--- config.mk ---
export PLATFORM = sky130hd
export DESIGN_NAME = irq_cascade_ctl
export DESIGN_NICKNAME = d
export VERILOG_FILES = /design/src/rtl/irq_pkg.sv /design/src/rtl/irq_prio.sv /design/src/rtl/irq_unit.sv /design/src/rtl/irq_cascade_ctl.sv
export SDC_FILE = /design/constraint.sdc
export NUM_CORES = 1
export LEC_CHECK = 0
export CORE_ASPECT_RATIO = 0.6
export CORE_MARGIN = 5
export CORE_UTILIZATION = 55
export DETAILED_ROUTE_END_ITERATION = 6
export GPL_TIMING_DRIVEN = 0
export HOLD_SLACK_MARGIN = 0.08
export PLACE_DENSITY_LB_ADDON = 0.25
export SLEW_MARGIN = 20
export SYNTH_ARGS = -nofsm -noshare
export SYNTH_HDL_FRONTEND = slang
export SYNTH_HIERARCHICAL = 1
export SYNTH_SLANG_ARGS = --single-unit
--- constraint.sdc ---
create_clock -name clk -period 5.8 [get_ports clk]
set_input_delay 1.45 -clock clk [delete_from_list [all_inputs] [get_ports clk]]
set_output_delay 1.45 -clock clk [all_outputs]
set_load 0.005 [all_outputs]
--- src/rtl/irq_pkg.sv ---
package irq_pkg;
    localparam int IRQ_LINES = 8;
    localparam int IRQ_VEC_W = 8;

    typedef enum logic [1:0] {
        CFG_MASK = 2'd0,
        CFG_TRIG = 2'd1,
        CFG_BASE = 2'd2
    } cfg_addr_e;
endpackage

--- src/rtl/irq_prio.sv ---
module irq_prio #(
    parameter int LINES = irq_pkg::IRQ_LINES,
    localparam int IDX_W = $clog2(LINES)
) (
    input  logic [LINES-1:0] req_i,
    output logic             any_o,
    output logic [IDX_W-1:0] idx_o
);
    always_comb begin
        any_o = 1'b0;
        idx_o = '0;
        for (int i = LINES - 1; i >= 0; i--) begin
            if (req_i[i]) begin
                any_o = 1'b1;
                idx_o = IDX_W'(i);
            end
        end
    end
endmodule

--- src/rtl/irq_unit.sv ---
module irq_unit
    import irq_pkg::*;
#(
    parameter int LINES = IRQ_LINES,
    parameter int VEC_W = IRQ_VEC_W,
    parameter logic [LINES-1:0] CASC_MASK = '0,
    localparam int IDX_W = $clog2(LINES),
    localparam int BASE_W = VEC_W - IDX_W
) (
    input  logic             clk,
    input  logic             rst_n,
    input  logic [LINES-1:0] line_i,
    input  logic             wr_i,
    input  cfg_addr_e        wr_addr_i,
    input  logic [VEC_W-1:0] wr_data_i,
    input  logic             ack_i,
    output logic             intr_o,
    output logic             pass_o,
    output logic             vld_o,
    output logic [VEC_W-1:0] vec_o
);
    typedef struct packed {
        logic [LINES-1:0]  s1;
        logic [LINES-1:0]  s2;
        logic [LINES-1:0]  edg;
        logic [LINES-1:0]  mask;
        logic [LINES-1:0]  trig;
        logic [BASE_W-1:0] base;
        logic              armed;
        logic              intr;
        logic              vld;
        logic [VEC_W-1:0]  vec;
    } unit_state_t;

    unit_state_t st_q, st_d;

    logic [LINES-1:0] rise, trig_eff, pend, req, clr, win_oh;
    logic             any;
    logic [IDX_W-1:0] win, idx;
    logic             answer;

    irq_prio #(.LINES(LINES)) u_prio (
        .req_i(req),
        .any_o(any),
        .idx_o(win)
    );

    assign pass_o = any && CASC_MASK[win];
    assign win_oh = LINES'(1) << win;

    always_comb begin
        st_d     = st_q;
        st_d.s1  = line_i;
        st_d.s2  = st_q.s1;
        rise     = st_q.s1 & ~st_q.s2;
        trig_eff = st_q.trig & ~CASC_MASK;
        pend     = (st_q.edg & trig_eff) | (st_q.s1 & ~trig_eff);
        req      = pend & ~st_q.mask;
        idx      = any ? win : IDX_W'(LINES - 1);
        answer   = ack_i && !pass_o;
        clr      = '0;
        if (answer && any) clr = win_oh;
        st_d.edg  = ((st_q.edg & ~clr) | rise) & trig_eff;
        st_d.vld  = answer;
        if (answer) st_d.vec = {st_q.base, idx};
        st_d.intr = st_q.armed && (|req);
        if (wr_i) begin
            case (wr_addr_i)
                CFG_MASK: begin
                    st_d.mask  = wr_data_i[LINES-1:0];
                    st_d.armed = 1'b1;
                end
                CFG_TRIG: st_d.trig = wr_data_i[LINES-1:0];
                CFG_BASE: st_d.base = wr_data_i[VEC_W-1:IDX_W];
                default:  ;
            endcase
        end
    end

    always_ff @(posedge clk or negedge rst_n) begin
        if (!rst_n) begin
            st_q      <= '0;
            st_q.mask <= '1;
        end else begin
            st_q <= st_d;
        end
    end

    assign intr_o = st_q.intr;
    assign vld_o  = st_q.vld;
    assign vec_o  = st_q.vec;

    assert_masked_quiet_R2: assert property (@(posedge clk) disable iff (!rst_n)
        ((&st_q.mask) && $past(&st_q.mask)) |-> !intr_o);

    assert_unarmed_quiet_R10: assert property (@(posedge clk) disable iff (!rst_n)
        (!st_q.armed && $past(!st_q.armed)) |-> !intr_o);

    assert_vld_after_ack_R8: assert property (@(posedge clk) disable iff (!rst_n)
        vld_o |-> ($past(ack_i) && vec_o[VEC_W-1:IDX_W] == $past(st_q.base)));

    assert_edge_cleared_R6: assert property (@(posedge clk) disable iff (!rst_n)
        (answer && any && |(win_oh & trig_eff & ~rise)) |=> ((st_q.edg & $past(win_oh)) == '0));
endmodule

--- src/rtl/irq_cascade_ctl.sv ---
module irq_cascade_ctl
    import irq_pkg::*;
#(
    parameter int LINES = IRQ_LINES,
    parameter int VEC_W = IRQ_VEC_W,
    parameter int CASC_LINE = 2,
    localparam int ALL_LINES = 2 * LINES
) (
    input  logic                 clk,
    input  logic                 rst_n,
    input  logic [ALL_LINES-1:0] irq_i,
    input  logic                 cfg_we_i,
    input  logic                 cfg_slave_i,
    input  logic [1:0]           cfg_addr_i,
    input  logic [VEC_W-1:0]     cfg_data_i,
    input  logic                 inta_i,
    output logic                 intr_o,
    output logic                 vec_valid_o,
    output logic [VEC_W-1:0]     vec_o
);
    localparam logic [LINES-1:0] M_CASC = LINES'(1) << CASC_LINE;

    logic             s_intr, s_pass, s_vld, s_ack;
    logic             m_intr, m_pass, m_vld;
    logic [VEC_W-1:0] s_vec, m_vec;
    logic [LINES-1:0] m_lines;
    cfg_addr_e        addr;

    assign addr = cfg_addr_e'(cfg_addr_i);

    always_comb begin
        m_lines            = irq_i[LINES-1:0];
        m_lines[CASC_LINE] = s_intr;
    end

    assign s_ack = inta_i && m_pass;

    irq_unit #(.LINES(LINES), .VEC_W(VEC_W), .CASC_MASK('0)) u_slave (
        .clk(clk), .rst_n(rst_n),
        .line_i(irq_i[ALL_LINES-1:LINES]),
        .wr_i(cfg_we_i && cfg_slave_i),
        .wr_addr_i(addr), .wr_data_i(cfg_data_i),
        .ack_i(s_ack),
        .intr_o(s_intr), .pass_o(s_pass), .vld_o(s_vld), .vec_o(s_vec)
    );

    irq_unit #(.LINES(LINES), .VEC_W(VEC_W), .CASC_MASK(M_CASC)) u_master (
        .clk(clk), .rst_n(rst_n),
        .line_i(m_lines),
        .wr_i(cfg_we_i && !cfg_slave_i),
        .wr_addr_i(addr), .wr_data_i(cfg_data_i),
        .ack_i(inta_i),
        .intr_o(m_intr), .pass_o(m_pass), .vld_o(m_vld), .vec_o(m_vec)
    );

    assign intr_o      = m_intr;
    assign vec_valid_o = m_vld | s_vld;
    assign vec_o       = m_vld ? m_vec : s_vec;

    assert_single_answer_R9: assert property (@(posedge clk) disable iff (!rst_n)
        $onehot0({m_vld, s_vld}));

    assert_slave_vld_only_on_pass_R9: assert property (@(posedge clk) disable iff (!rst_n)
        s_vld |-> $past(inta_i && m_pass));

    assert_slave_no_pass_R5: assert property (@(posedge clk) disable iff (!rst_n)
        !s_pass);
endmodule

; Yosys cells after proc, flatten, opt, wreduce, memory -nomap -nowiden
; Memories as Yosys holds them, arrays and structs flattened.
; Cells that the tools add are included.
[word_totals]
regBits = 112
rom_bits = 16
in_bits = 31
output_inout_bits = 10
elab_cells = 115
mem_count = 2
[memory_table]
columns = name, depth, word_bits, rd, rd_ports_with_merged_regs, wr, line_no
row1 = (name not given), 8, 1, 1, 0, 0, irq_unit.sv:48  ; assign pass_o = any && CASC_MASK[win];
row2 = (name not given), 8, 1, 1, 0, 0, irq_unit.sv:48
[op_classes]
magnitude_cmp = 2
eq_ne = 2
shift = 2
mux = 39
bitwise_logic = 25
reduce_logical = 23
[ops]
columns = cell, n
row1 = $and A8 B8 Y8, 12
row2 = $not A8 Y8, 8
row3 = $mux W3, 18
row4 = $or A8 B8 Y8, 4
row5 = $mux W8, 3
row6 = $mux W1, 18
row7 = $reduce_or A8 Y1, 2
row8 = $shl A1 B3 Y8 const A, 2
row9 = $reduce_and A2 Y1, 6
row10 = $logic_and A1 B1 Y1, 11
row11 = $lt A3 B4 Y1 const B, 2
row12 = $logic_not A1 Y1, 3
row13 = $eq A2 B1 Y1 const B, 1
row14 = $eq A2 B2 Y1 const B, 1
row15 = $logic_not A2 Y1, 1
row16 = $or A1 B1 Y1, 1

; Depth between registers and ports, before layout
; Gate-level depths: netlist of run 1.
[logic_depth]
depth_word = 23
depth_mapped = 11
ltp_nobuf = 11

; Cells and area by module
; The synthesis of run 1 kept the hierarchy.
[modules_own_cells]
columns = mod, n_inst, cells_per_inst, area_per_inst_um2, seq_area_each_um2
row1 = irq_unit (u_slave), 1, 154, 2189.6, 1411.4
row2 = irq_unit (u_master), 1, 147, 2107.0, 1336.3
row3 = irq_prio, 2, 13, 80.1, 0.0
row4 = irq_cascade_ctl, 1, 13, 156.4, 0.0

; Worst setup path before layout of run 1
; Ideal clock, no wire load.
[synth_timing]
path_kind = input to register
startpoint = in cfg_we_i
endpoint = reg u_master/st_q[24] in the netlist's numbering
setup_ns = 0.082
arrival_time_ns = 2.362
required_time_ns = 5.718
path_slack_ns = 3.356
path_stages = 3
n_path_buf = 0
cell_sequence = nor2b_1 > nor3b_4 > mux2_2
[synth_between]
elab_chain_cells = 2
[synth_lines]
columns = element, line_no
row1 = from (decl), irq_cascade_ctl.sv:12  ; input logic cfg_we_i,
row2 = $logic_and A1 B1 Y1, irq_cascade_ctl.sv:50  ; .wr_i(cfg_we_i && !cfg_slave_i),
row3 = $reduce_and A2 Y1 (no line), -
row4 = to (signal assigned), irq_unit.sv:85  ; st_q <= st_d;
row5 = to (decl), irq_unit.sv:35  ; unit_state_t st_q, st_d;
; No other way between the ends.
; A chain may end at the register's enable or synchronous reset.

==> flow_summary.ini, run 1 <==
[clock_network]
cts_root_buf = clkbuf_16
cts_made_buffers = 9
cts-resized-gates = 0
clock_path_buffers = 2
post_cts_buffers = 0
cts_htree_levels = 3
clock_latency_ns = 0.34
path_clk_slew_ns = 0.06
cts_sinks = 109
cts_tree = done
cts_hold_buf = 0

[setup_path]
cp_top_family = compound AO/OA/AOI/OAI gates
cp-startpoint = u_master/st_q[21]
slowest_stage = a211oi_1
timing.rr.end = u_slave/st_q[36]
crit_chain = mux2i_1 -> nor2_1 -> nor2_1 -> o21ai_0 -> a211oi_1 -> nand2b_2 -> nor2_1 -> and2_1 -> nand3_1 -> o31ai_1 -> a21boi_0
path_common_cell = nor2_1
r2r_setup_slack_ns = 2.58
cp-start-kind = flip-flop
crit_path_max_fanout = 6
critical_path_required_ns = 6.00
r2r.worst_path.cells = 11
end_kind = flip-flop
path_buf_inv = 0
crit_path_max_incr_delay_ns = 0.79
criticalPathCategory = flip-flop to flip-flop
worstReg2RegStart = u_master/st_q[21]
crit_arrival_ns = 3.42

[layout]
multiInputGateArea_um2 = 1690
drive_gt1_frac = 0.305
fillers = 611
final_cell_mix = 93 x dfrtp_1, 51 x mux2_2, 38 x clkdlybuf4s50_1, 22 x nor2_1, 17 x nand2b_1
utilization = 0.679
fin_cells = 502
mostFrequentLayoutCell = dfrtp_1
seqCellArea_um2 = 2750
area.growth.synth_to_final_pct = 18.2
nets = 420
postLayoutCellArea_um2 = 5440
diodes = 0

[sta]
setup_violations = 0
tightest_slew_ns = 0.952
finClkSkew_ns = 0.00723
rsz0062_at_grt = false
fmax_mhz = 311
holdWs_ns = 0.348
hold_violations = 0
post-route-period-util = 0.555
report.final.slew_viol_count = 0
relSlewSlack = 0.357
finalCriticalPeriod_ns = 3.22

[global_route]
grt_pass1_vias = 2817
track_usage = 0.187
grt_max_degree = 85
grt_first_pass_wirelength_um = 14600
grt.overflow.total = 0
antenna_found_initial = 0

[logic_synthesis]
syn_area_um2 = 4600
syn-num-nets = 369
yosysWarnings = 6
syn_inst = 338
syn_area_per_cell_um2 = 13.6

[place]
placedCellCount = 486
gp_congestion = 0.864
portBuffers = 39
dpl_cell_area_um2 = 5160
dp_hpwl_um = 6420

[route]
avgRoutedWirePerCell_um = 17.8
drc = 0
drt-vias-per-instance = 5.52
dr.pass1.iters = 4
drt_iter0_drc = 227
ant_nets = 0
totalWireLength_um = 8950
vias = 2769

[floorplanning]
dieArea_um2 = 10400
initial_utilization = 0.575
pin_count = 41
die_x_um = 128
rows = 25
core_region_area_um2 = 8010
fp.dieH_um = 80.9

[power]
cellLeakagePower_nw = 2.33
power.total_mw = 2.28
p_per_area_nw_per_um2 = 418
ir_drop_mv = 0.226

[worst_hold_path]
hold_start = u_slave/intr_o
hp-class = flip-flop to flip-flop
hold_path_depth = 0
hold_path_end = u_master/st_d[42]

[run_status]
outcome = finished, final reports clean

[run]
max-cap-violations = 0
routing by layer:
layer	GRT usage	share of wire	vias up
met2	0.273	0.44	57
met3	0.0624	0.055	4
li1	-	-	1295
met5	0	0	-
met1	0.275	0.50	1413
met4	0.0392	0.0054	0
area by class of cell:
class / instances / share of cell area
Sequential cell: 109 / 0.505
Multi-Input combinational cell: 202 / 0.311
Timing Repair Buffer: 40 / 0.0771
Clock buffer: 14 / 0.0486
Buffer: 18 / 0.0251
Tap cell: 108 / 0.0249
Inverter: 9 / 0.00621
Clock inverter: 2 / 0.00184
through the flow:
step | setup slack (ns) | setup TNS, ns
after global placement | -0.664 | -61.04
after CTS | 2.66 | 0
after floorplan | 3.36 | 0
after global routing | 2.39 | 0
after detailed placement | 2.61 | 0
final | 2.58 | 0
worst max-delay path by stage:
stage | to | slack, ns | cells after the start
finish | u_slave/st_q[36] | 2.58 | 11
detailed placement | u_slave/st_q[36] | 2.61 | 5
global route | u_slave/st_q[36] | 2.39 | 11
floorplan | u_master/st_q[24] | 3.36 | 3
CTS | u_slave/st_q[36] | 2.66 | 11
global placement | u_slave/st_q[15] | -0.66 | 1
registers in the layout (all words and copies together) (netlist names):
| signal | count |
|---|---|
| u_master/intr_o | 1 |
| u_master/st_d | 8 |
| u_master/st_q | 35 |
| u_master/vec_o | 8 |
| u_master/vld_o | 1 |
| u_slave/intr_o | 1 |
| u_slave/st_d | 8 |
| u_slave/st_q | 30 |
| u_slave/trig_eff | 8 |
| u_slave/vec_o | 8 |
| u_slave/vld_o | 1 |
where the power goes:
part,switching (mW),internal (mW)
clock,0.250,0.314
sequential,0.0918,0.936
combinational,0.288,0.396
No activity file was read; power rests on OpenSTA's default activity.
==> run 2, diff against run 1 <==
CORE_UTILIZATION = 52   (was 55)
clock period = 2.59 ns   (was 5.8 ns; I/O delays follow)
==> flow_summary.ini, run 2 (same netlist as run 1, synthesis figures left out) <==
[clock_network]
cts_tree = done
cts_hold_buf = 0
cts_root_buf = clkbuf_16
clock_latency_ns = 0.35
cts_htree_levels = 3
cts_sinks = 109
path_clk_slew_ns = 0.07
cts_made_buffers = 9
clock_path_buffers = 2

[sta]
post-route-period-util = 0.958
finClkSkew_ns = 0.00677
relSlewSlack = 0.448
finalCriticalPeriod_ns = 2.48
holdWs_ns = 0.156
report.final.slew_viol_count = 0
fmax_mhz = 403
setup_violations = 0
finalSetupTns_ns = 0
timing.final.ws_setup_ns = 0.109
tightest_slew_ns = 0.819
hold_violations = 0

[global_route]
grt_max_degree = 81
grt_pass1_vias = 2886
antenna_found_initial = 0
track_usage = 0.177
grt_first_pass_wirelength_um = 15100
grt.overflow.total = 0

[layout]
diodes = 0
utilization = 0.657
mostFrequentLayoutCell = dfrtp_1
drive_gt1_frac = 0.358
top_register = u_master/st_q
nets = 425
reg_top3 = u_master/st_q x35, u_slave/st_q x30
final_cell_mix = 93 x dfrtp_1, 51 x mux2_2, 38 x clkdlybuf4s50_1, 22 x buf_4
largest_reg_flops = 35
area.growth.synth_to_final_pct = 22.1

[floorplanning]
pin_count = 41
initial_utilization = 0.538
core_region_area_um2 = 8560
die_x_um = 131
dieArea_um2 = 10900
rows = 26
fp.dieH_um = 82.9

[route]
drt_iter0_drc = 164
avgRoutedWirePerCell_um = 18.0
vias = 2816
drt-vias-per-instance = 5.51
dr.pass1.iters = 4
drc = 0
ant_nets = 0
totalWireLength_um = 9220

[place]
dp_hpwl_um = 6490
portBuffers = 39
place_ws_ns = -0.471
gp_congestion = 0.877

[setup_path]
critical_path_required_ns = 2.83
crit_arrival_ns = 2.72
r2r.worst_path.cells = 12
timing.rr.end = u_slave/st_q[32]
end_kind = flip-flop
cp-startpoint = u_master/st_q[20]
crit_path_max_fanout = 4
worstReg2RegStart = u_master/st_q[20]
cp-start-kind = flip-flop
r2r_setup_slack_ns = 0.11
criticalPathCategory = flip-flop to flip-flop

[power]
cellLeakagePower_nw = 2.39
p_per_area_nw_per_um2 = 972
ir_drop_mv = 0.673

[run]
max-cap-violations = 0

[worst_hold_path]
hp-class = primary input to async pin

[run_status]
outcome = finished, final reports clean
run 2: cell count changes in the layout (fill, tap and decap cells not counted), sizes merged:
cell,change
clkbuf,-5
inv,+2
bufinv,+2
clkinvlp,+1
buf,+5
run 2: how the worst max path moves through the flow:
| stage | endpoint | cells past startpoint |
|---|---|---|
| after floorplan | u_slave/vec_o[3] | 10 |
| after global placement | u_slave/vec_o[4] | 1 |
| after detailed placement | u_slave/st_q[36] | 11 |
| after CTS | u_slave/st_q[32] | 10 |
| after global routing | u_slave/st_q[32] | 12 |
| final | u_slave/st_q[32] | 12 |
run 2: layer usage:
| metal | vias to the layer above | track usage | wire, µm |
|---|---|---|---|
| li1 | 1308 | - | - |
| met5 | - | 0 | 0 |
| met3 | 11 | 0.0556 | 468 |
| met2 | 54 | 0.255 | 4080 |
| met1 | 1443 | 0.258 | 4580 |
| met4 | 0 | 0.0514 | 88 |
run 2: stage by stage:
stage | area, µm² | cells | power (mW)
floorplan | 4600 | 338 | 3.30
global placement | 5130 | 489 | 3.79
detailed placement | 5160 | 490 | 3.85
CTS | 5530 | 507 | 5.41
global route | 5620 | 511 | 5.74
finish | 5620 | 511 | 5.46
run 2: repair_timing:
item,CTS,global route
setup buffers,1,4
setup endpoints to repair,22,17
resized for setup,5,18
pin swaps,2,2
run 2: final cells by class:
| class | count | area (µm²) |
|---|---|---|
| Clock inverter | 7 | 108 |
| Fill cell | 632 | 2940 |
| Buffer | 18 | 139 |
| Tap cell | 112 | 140 |
| Inverter | 9 | 33.8 |
| Timing Repair Buffer | 45 | 457 |
| Sequential cell | 109 | 2750 |
| Clock buffer | 9 | 225 |
| Multi-Input combinational cell | 202 | 1770 |
run 2: where the power goes:
group / internal, mW / switching, mW / total, mW
sequential: 2.10 / 0.212 / 2.31
clock: 0.864 / 0.641 / 1.51
combinational: 0.955 / 0.691 / 1.65
run 2: critical path: stages (launching register included):
cell and delay, ns:
dfrtp_1 0.38, mux2i_1 0.25, nor2_1 0.15, nor2_1 0.11
o21ai_0 0.13, a211oi_2 0.38, nand2b_4 0.12, nor2_2 0.11
and2_4 0.17, nand3b_1 0.10, buf_4 0.18, o31ai_2 0.19
a21boi_1 0.10
